==> src/rtl/pwm_bank_pkg.sv <==
package pwm_bank_pkg;
  localparam int CNT_W    = 12;
  localparam int BYTE_W   = 8;
  localparam int HI_W     = CNT_W - BYTE_W;
  localparam int FLAG_BIT = HI_W;
  localparam int NBYTES   = 4;

  typedef enum logic [1:0] {
    B_RISE_LO = 2'd0,
    B_RISE_HI = 2'd1,
    B_FALL_LO = 2'd2,
    B_FALL_HI = 2'd3
  } byte_sel_e;
endpackage

==> src/rtl/pwm_cycle_counter.sv <==
module pwm_cycle_counter #(
  parameter int W = 12
) (
  input  logic         clk,
  input  logic         rst_n,
  input  logic         tick,
  output logic [W-1:0] count
);
  always_ff @(posedge clk) begin
    if (!rst_n)    count <= '0;
    else if (tick) count <= count + 1'b1;
  end

  p_tick_step_r1: assert property (@(posedge clk) disable iff (!rst_n)
    tick |=> count == ($past(count) + 1'b1));
  p_hold_r1: assert property (@(posedge clk) disable iff (!rst_n)
    !tick |=> $stable(count));
endmodule

==> src/rtl/pwm_channel.sv <==
module pwm_channel
  import pwm_bank_pkg::*;
(
  input  logic                        clk,
  input  logic                        rst_n,
  input  logic [NBYTES-1:0]           wr_sel,
  input  logic [BYTE_W-1:0]           wdata,
  input  logic [CNT_W-1:0]            count,
  output logic [NBYTES-1:0][BYTE_W-1:0] rd_bytes,
  output logic                        pwm
);
  logic [CNT_W-1:0] rise_cnt, fall_cnt;
  logic             force_hi, force_lo;
  logic             in_win;

  always_ff @(posedge clk) begin
    if (!rst_n) begin
      rise_cnt <= '0;
      fall_cnt <= '0;
      force_hi <= 1'b0;
      force_lo <= 1'b1;
    end else begin
      if (wr_sel[int'(B_RISE_LO)]) rise_cnt[BYTE_W-1:0] <= wdata;
      if (wr_sel[int'(B_RISE_HI)]) begin
        rise_cnt[CNT_W-1:BYTE_W] <= wdata[HI_W-1:0];
        force_hi                 <= wdata[FLAG_BIT];
      end
      if (wr_sel[int'(B_FALL_LO)]) fall_cnt[BYTE_W-1:0] <= wdata;
      if (wr_sel[int'(B_FALL_HI)]) begin
        fall_cnt[CNT_W-1:BYTE_W] <= wdata[HI_W-1:0];
        force_lo                 <= wdata[FLAG_BIT];
      end
    end
  end

  always_comb begin
    rd_bytes[int'(B_RISE_LO)] = rise_cnt[BYTE_W-1:0];
    rd_bytes[int'(B_RISE_HI)] = {{(BYTE_W-HI_W-1){1'b0}}, force_hi, rise_cnt[CNT_W-1:BYTE_W]};
    rd_bytes[int'(B_FALL_LO)] = fall_cnt[BYTE_W-1:0];
    rd_bytes[int'(B_FALL_HI)] = {{(BYTE_W-HI_W-1){1'b0}}, force_lo, fall_cnt[CNT_W-1:BYTE_W]};
  end

  // Window compare: plain when rise <= fall, wrapping through zero otherwise
  always_comb begin
    if (rise_cnt <= fall_cnt) in_win = (count >= rise_cnt) && (count < fall_cnt);
    else                      in_win = (count >= rise_cnt) || (count < fall_cnt);
  end

  // Priority: force-low, then force-high, then window
  assign pwm = force_lo ? 1'b0 : (force_hi ? 1'b1 : in_win);

  p_sel_onehot_r3: assert property (@(posedge clk) disable iff (!rst_n)
    $onehot0(wr_sel));
  p_plain_write_clears_r6: assert property (@(posedge clk) disable iff (!rst_n)
    wr_sel[int'(B_FALL_HI)] && !wdata[FLAG_BIT] |=> !rd_bytes[int'(B_FALL_HI)][FLAG_BIT]);
  p_force_low_wins_r4: assert property (@(posedge clk) disable iff (!rst_n)
    wr_sel[int'(B_FALL_HI)] && wdata[FLAG_BIT] |=> !pwm);
endmodule

==> src/rtl/pwm_bank.sv <==
module pwm_bank
  import pwm_bank_pkg::*;
#(
  parameter int          NUM_CH  = 16,
  parameter logic [7:0]  CH_BASE = 8'h06,
  parameter logic [7:0]  BC_BASE = 8'hFA
) (
  input  logic              clk,
  input  logic              rst_n,
  input  logic              tick,
  input  logic [7:0]        bus_addr,
  input  logic [7:0]        bus_wdata,
  input  logic              bus_we,
  input  logic              bus_re,
  output logic [7:0]        bus_rdata,
  output logic [NUM_CH-1:0] pwm_out
);
  localparam int CH_SPAN = NBYTES * NUM_CH;
  localparam logic [7:0] BC_LAST = 8'(BC_BASE + 8'd3);

  logic [CNT_W-1:0] count;
  logic [7:0]       ch_off;
  logic [5:0]       ch_idx;
  logic [1:0]       ch_byte, bc_byte, wr_byte;
  logic             ch_hit, bc_hit;
  logic [NBYTES-1:0][BYTE_W-1:0] rd_bytes [NUM_CH];
  logic [7:0]       rd_mux;

  pwm_cycle_counter #(.W(CNT_W)) u_counter (
    .clk(clk), .rst_n(rst_n), .tick(tick), .count(count)
  );

  // Address decode
  assign ch_off  = bus_addr - CH_BASE;
  assign ch_idx  = ch_off[7:2];
  assign ch_byte = ch_off[1:0];
  assign ch_hit  = (bus_addr >= CH_BASE) && (int'(ch_off) < CH_SPAN);
  assign bc_hit  = (bus_addr >= BC_BASE) && (bus_addr <= BC_LAST);
  assign bc_byte = 2'(bus_addr - BC_BASE);
  assign wr_byte = bc_hit ? bc_byte : ch_byte;

  for (genvar g = 0; g < NUM_CH; g++) begin : g_ch
    logic [NBYTES-1:0] sel;
    assign sel = (bus_we && (bc_hit || (ch_hit && ch_idx == 6'(g))))
                 ? (NBYTES'(1) << wr_byte) : '0;
    pwm_channel u_ch (
      .clk(clk), .rst_n(rst_n), .wr_sel(sel), .wdata(bus_wdata),
      .count(count), .rd_bytes(rd_bytes[g]), .pwm(pwm_out[g])
    );
  end

  always_comb begin
    rd_mux = '0;
    for (int i = 0; i < NUM_CH; i++)
      if (ch_hit && ch_idx == 6'(i)) rd_mux = rd_bytes[i][ch_byte];
  end

  always_ff @(posedge clk) begin
    if (!rst_n)      bus_rdata <= '0;
    else if (bus_re) bus_rdata <= rd_mux;
  end

  p_bcast_read_zero_r10: assert property (@(posedge clk) disable iff (!rst_n)
    bus_re && bc_hit |=> bus_rdata == 8'h00);
  p_bcast_force_low_r9: assert property (@(posedge clk) disable iff (!rst_n)
    bus_we && bus_addr == BC_LAST && bus_wdata[FLAG_BIT] |=> pwm_out == '0);
endmodule

==> config.mk <==
export PLATFORM = sky130hd
export DESIGN_NAME = pwm_bank
export DESIGN_NICKNAME = d
export VERILOG_FILES = /design/src/rtl/pwm_bank_pkg.sv /design/src/rtl/pwm_cycle_counter.sv /design/src/rtl/pwm_channel.sv /design/src/rtl/pwm_bank.sv
export SDC_FILE = /design/constraint.sdc
export NUM_CORES = 2
export LEC_CHECK = 0
export BUFFER_PORTS_ARGS = -buffer_cell sky130_fd_sc_hd__clkbuf_2
export CAP_MARGIN = 25
export CORE_UTILIZATION = 45
export CTS_CLUSTER_DIAMETER = 120
export DETAILED_ROUTE_END_ITERATION = 8
export PLACE_DENSITY = 0.58
export SLEW_MARGIN = 5
export SYNTH_ARGS = -nofsm -noshare
export SYNTH_HDL_FRONTEND = slang
export SYNTH_HIERARCHICAL = 1
export SYNTH_SLANG_ARGS = --single-unit
==> constraint.sdc <==
create_clock -name clk -period 3.8 [get_ports clk]
set_input_delay 0.38 -clock clk [delete_from_list [all_inputs] [get_ports clk]]
set_output_delay 0.38 -clock clk [all_outputs]
set_load 0.005 [all_outputs]
==> summary.txt <==
Layout
  – Fillers: approximately 7.5k
  – Register area: roughly 9000 um^2
  – Share of layout cells above drive strength 1: 11.28%
  – Multi-input gate area: roughly 24000 um^2
  – Commonest non-fill, non-tap cell in the layout: ha_1
  – Area Growth Syn to Fin: 8.291%
  – Commonest cells after routing, fill and taps aside: ha_1, mux2i_1, dfxtp_1
  – Antenna Cells: 0
  – Nets: about 4.5k
  – Final instance area: approximately 39000 um^2

Clock network
  – CTS Hold Bufs: 0
  – Clock Pin Slew Worst Setup and Hold Paths: approximately 0.060 ns
  – # resized after CTS: 0
  – CTS tree: yes
  – Number of buffers created by CTS: between 50 and 60
  – Max clock buf depth: 3
  – Root cell of the clock tree: clkbuf_16
  – CTS Sinks: 436
  – Number of H-tree levels: 2
  – Clk Latency, worst-skew pair: 0.63 ns
  – Post-CTS setup buffers: 0

Timing
  – Hold_ws: slightly below 0.07 ns
  – Clock Skew: 0.01949 ns
  – Max Freq: roughly 270 MHz
  – Final WS setup: approximately 0.12 ns
  – Post-route setup TNS: 0 ns
  – Headroom to the max-slew limit: between 30% and 40%
  – RSZ-0062 raised after global routing: no
  – Slew Limit Fails: 0
  – Period utilisation layout: 96.77%
  – Hold Fails Final Rpt: 0
  – # setup viols final: 0
  – Final Critical Period: around 3.7 ns
  – Worst slew pin tran: 1.043 ns

Power
  – Peak supply drop: around 0.00033 V
  – Power density cells: 292.6 nW/um^2
  – Leakage: 14.90 nW

Logic synthesis
  – Main combinational cell family by area after synthesis: adder cells
  – Synth Area in XOR/XNOR: less than 1%
  – EDFF count, synth: 0
  – Main synth FF type: dfxtp_1
  – Syn Area/Cell: between 9 and 10 um^2
  – Compound-Gate Fraction of Synth Area: 11.65%
  – Netlist Area Pre-Place: between 30000 and 40000 um^2
  – Fraction of the mapped netlist area in adder cells: approximately a fifth
  – Synthesis-stage register bit count: ~440
  – Sequential share of the synthesized area: around 24%
  – Simple-gate share of the synthesized area: 14.63%
  – Yosys warning total: 6
  – Syn Inst Count: about 3.9k
  – Mux contribution to synthesized area: between 10% and 20%
  – Distinct cells, synth: 66
  – Ys async rst share: 0%

Global route
  – Vias in the first global route: about 27k
  – Grt total ovfl: 0
  – First-pass GRT wire length: around 170000 um
  – Initial antenna violation count: 1
  – Largest net degree at the start of global routing: around 190
  – Total track usage: a little over a quarter

Detailed routing
  – DR vias/cell: 5.632
  – DRT Wirelength: 111400 um
  – WL/cell: roughly 22 um
  – DR vias: 28.03k
  – ANT nets after route: 0
  – Total iterations of the first detailed-routing run: 6
  – Initial DRC count: approximately 1.8k
  – Residual DRC: 0

Floorplanning
  – IO Pins: 45
  – Core Region: around 79000 um^2
  – Chip Width: around 280 um
  – Die H: between 200 and 300 um
  – Initial Util: a little under half
  – Die Area: about 81000 um^2
  – FP Rows: ~100

Job
  – Max cap viols: 0

Min path
  – Hold path start: rst_n
  – Worst hold path endpoint: g_ch[6].u_ch/force_lo
  – Hold Crit Depth: 2
  – Min-Delay Path Class: primary input to flop

Critical path
  – CP arrival: approximately 3.3 ns
  – Crit path capture type: primary output
  – Worst R2R Setup Slack: around 1.5 ns
  – Top delay family on crit path: compound AO/OA/AOI/OAI gates
  – R2R depth: 5
  – Critical path class: flop to primary output
  – Critical path peak fanout: 27
  – WP buf/inv: 2
  – Startpoint types: flop
  – Critical path's slowest cell: dfxtp_2
  – Capturing point of the worst reg2reg path: u_counter/count[7]
  – Worst r2r src: u_counter/count[2]
  – Critical Path, Cell by Cell: buf_12 -> ha_1 -> a211o_1 -> a2111oi_2 -> a21oi_1 -> maj3_2 -> a21oi_2 -> clkbuf_2
  – Slowest stage delay, CP: around 0.60 ns
  – Required time of the critical path: 3.42 ns

Place
  – PortBufs: 44
  – Setup WS pre-CTS: between 0.2 and 0.3 ns
  – Placed cell areas: roughly 37000 um^2
  – DPL Wire Length: between 70000 and 80000 um
  – Gp weighted congestion: 0.9396

Outcome
  – Outcome: complete, no violations
## power by group
group	internal, mW	switching (mW)	total, mW
clock	3.18	2.24	5.42
sequential	4.59	0.0475	4.64
combinational	0.488	0.809	1.30
total	8.26	3.09	11.4
## area by class of cell
cell class	count	area share, %
clock buffer	78	4.107
clock inverter	23	0.6351
inverter	407	3.936
multi-input combinational	2842	62.55
sequential	436	22.53
tap	1050	3.385
timing repair buffer	141	2.863
## kinds of logic after synthesis
group,after synthesis
compound gates,609
xor+xnor,8
fa+ha+maj,579
buf+inv,694
flops,436
mux,571
other cells,16
simple gates,979
## synth_stat cells (19+ instances only)
cell / number / share of area [%]
a211oi_1: 33 / 0.69
or3_1: 20 / 0.35
a21oi_1: 193 / 2.7
ha_1: 563 / 20
o211ai_1: 48 / 1.0
nand3_1: 53 / 0.74
nand2_1: 162 / 1.7
a41oi_1: 22 / 0.54
dfxtp_1: 436 / 24
o21ai_0: 77 / 1.1
nor2b_1: 418 / 7.3
nand4_1: 50 / 0.87
clkbuf_1: 119 / 1.2
a32oi_1: 22 / 0.54
mux4_2: 114 / 7.2
a21o_1: 66 / 1.4
o31ai_1: 19 / 0.40
mux2i_1: 456 / 13
nor2_1: 176 / 1.8
buf_4: 143 / 3.0
nor3_1: 38 / 0.53
a211o_1: 23 / 0.56
inv_1: 406 / 4.3
## registers in the layout, indices dropped and copies added (netlist names)
| name | count |
|---|---|
| g_ch.u_ch/fall_cnt | 192 |
| g_ch.u_ch/rise_cnt | 192 |
| g_ch.u_ch/force_hi | 16 |
| g_ch.u_ch/force_lo | 16 |
| u_counter/count | 12 |
| bus_rdata | 8 |
## how the worst max path moves through the flow
stage / startpoint / slack [ns] / cells after the start / endpoint
floorplan: bus_addr[1] / 0.78 / 12 / g_ch[15].u_ch/rise_cnt[0]
global placement: bus_addr[2] / 0.27 / 10 / g_ch[14].u_ch/force_lo
detailed placement: bus_addr[2] / 0.28 / 10 / g_ch[13].u_ch/force_lo
CTS: u_counter/count[10] / 0.08 / 8 / pwm_out[8]
global route: u_counter/count[10] / 0.009 / 8 / pwm_out[8]
finish: u_counter/count[10] / 0.12 / 8 / pwm_out[14]
## per-layer routing
| metal | vias up | global-route usage [%] | part of all wire (%) | wire [um] |
|---|---|---|---|---|
| met2 | 756 | 44.41 | 45 | 50600 |
| met3 | 199 | 3.539 | 5.4 | 6061 |
| met1 | 13475 | 37.22 | 46 | 51460 |
| met5 | - | 0 | 0.0063 | 7 |
| li1 | 13598 | - | - | - |
| met4 | 2 | 7.500 | 2.9 | 3222 |
## through the flow
step                cells  util [%]  power, mW
floorplan            3972         -      5.559
global placement     4876     46.88      6.005
detailed placement   4876     46.88      6.009
CTS                  4977     49.21      11.43
global route         4977     49.21      11.72
finish               4977     49.21      11.36
No activity file was read; power rests on OpenSTA's default activity.
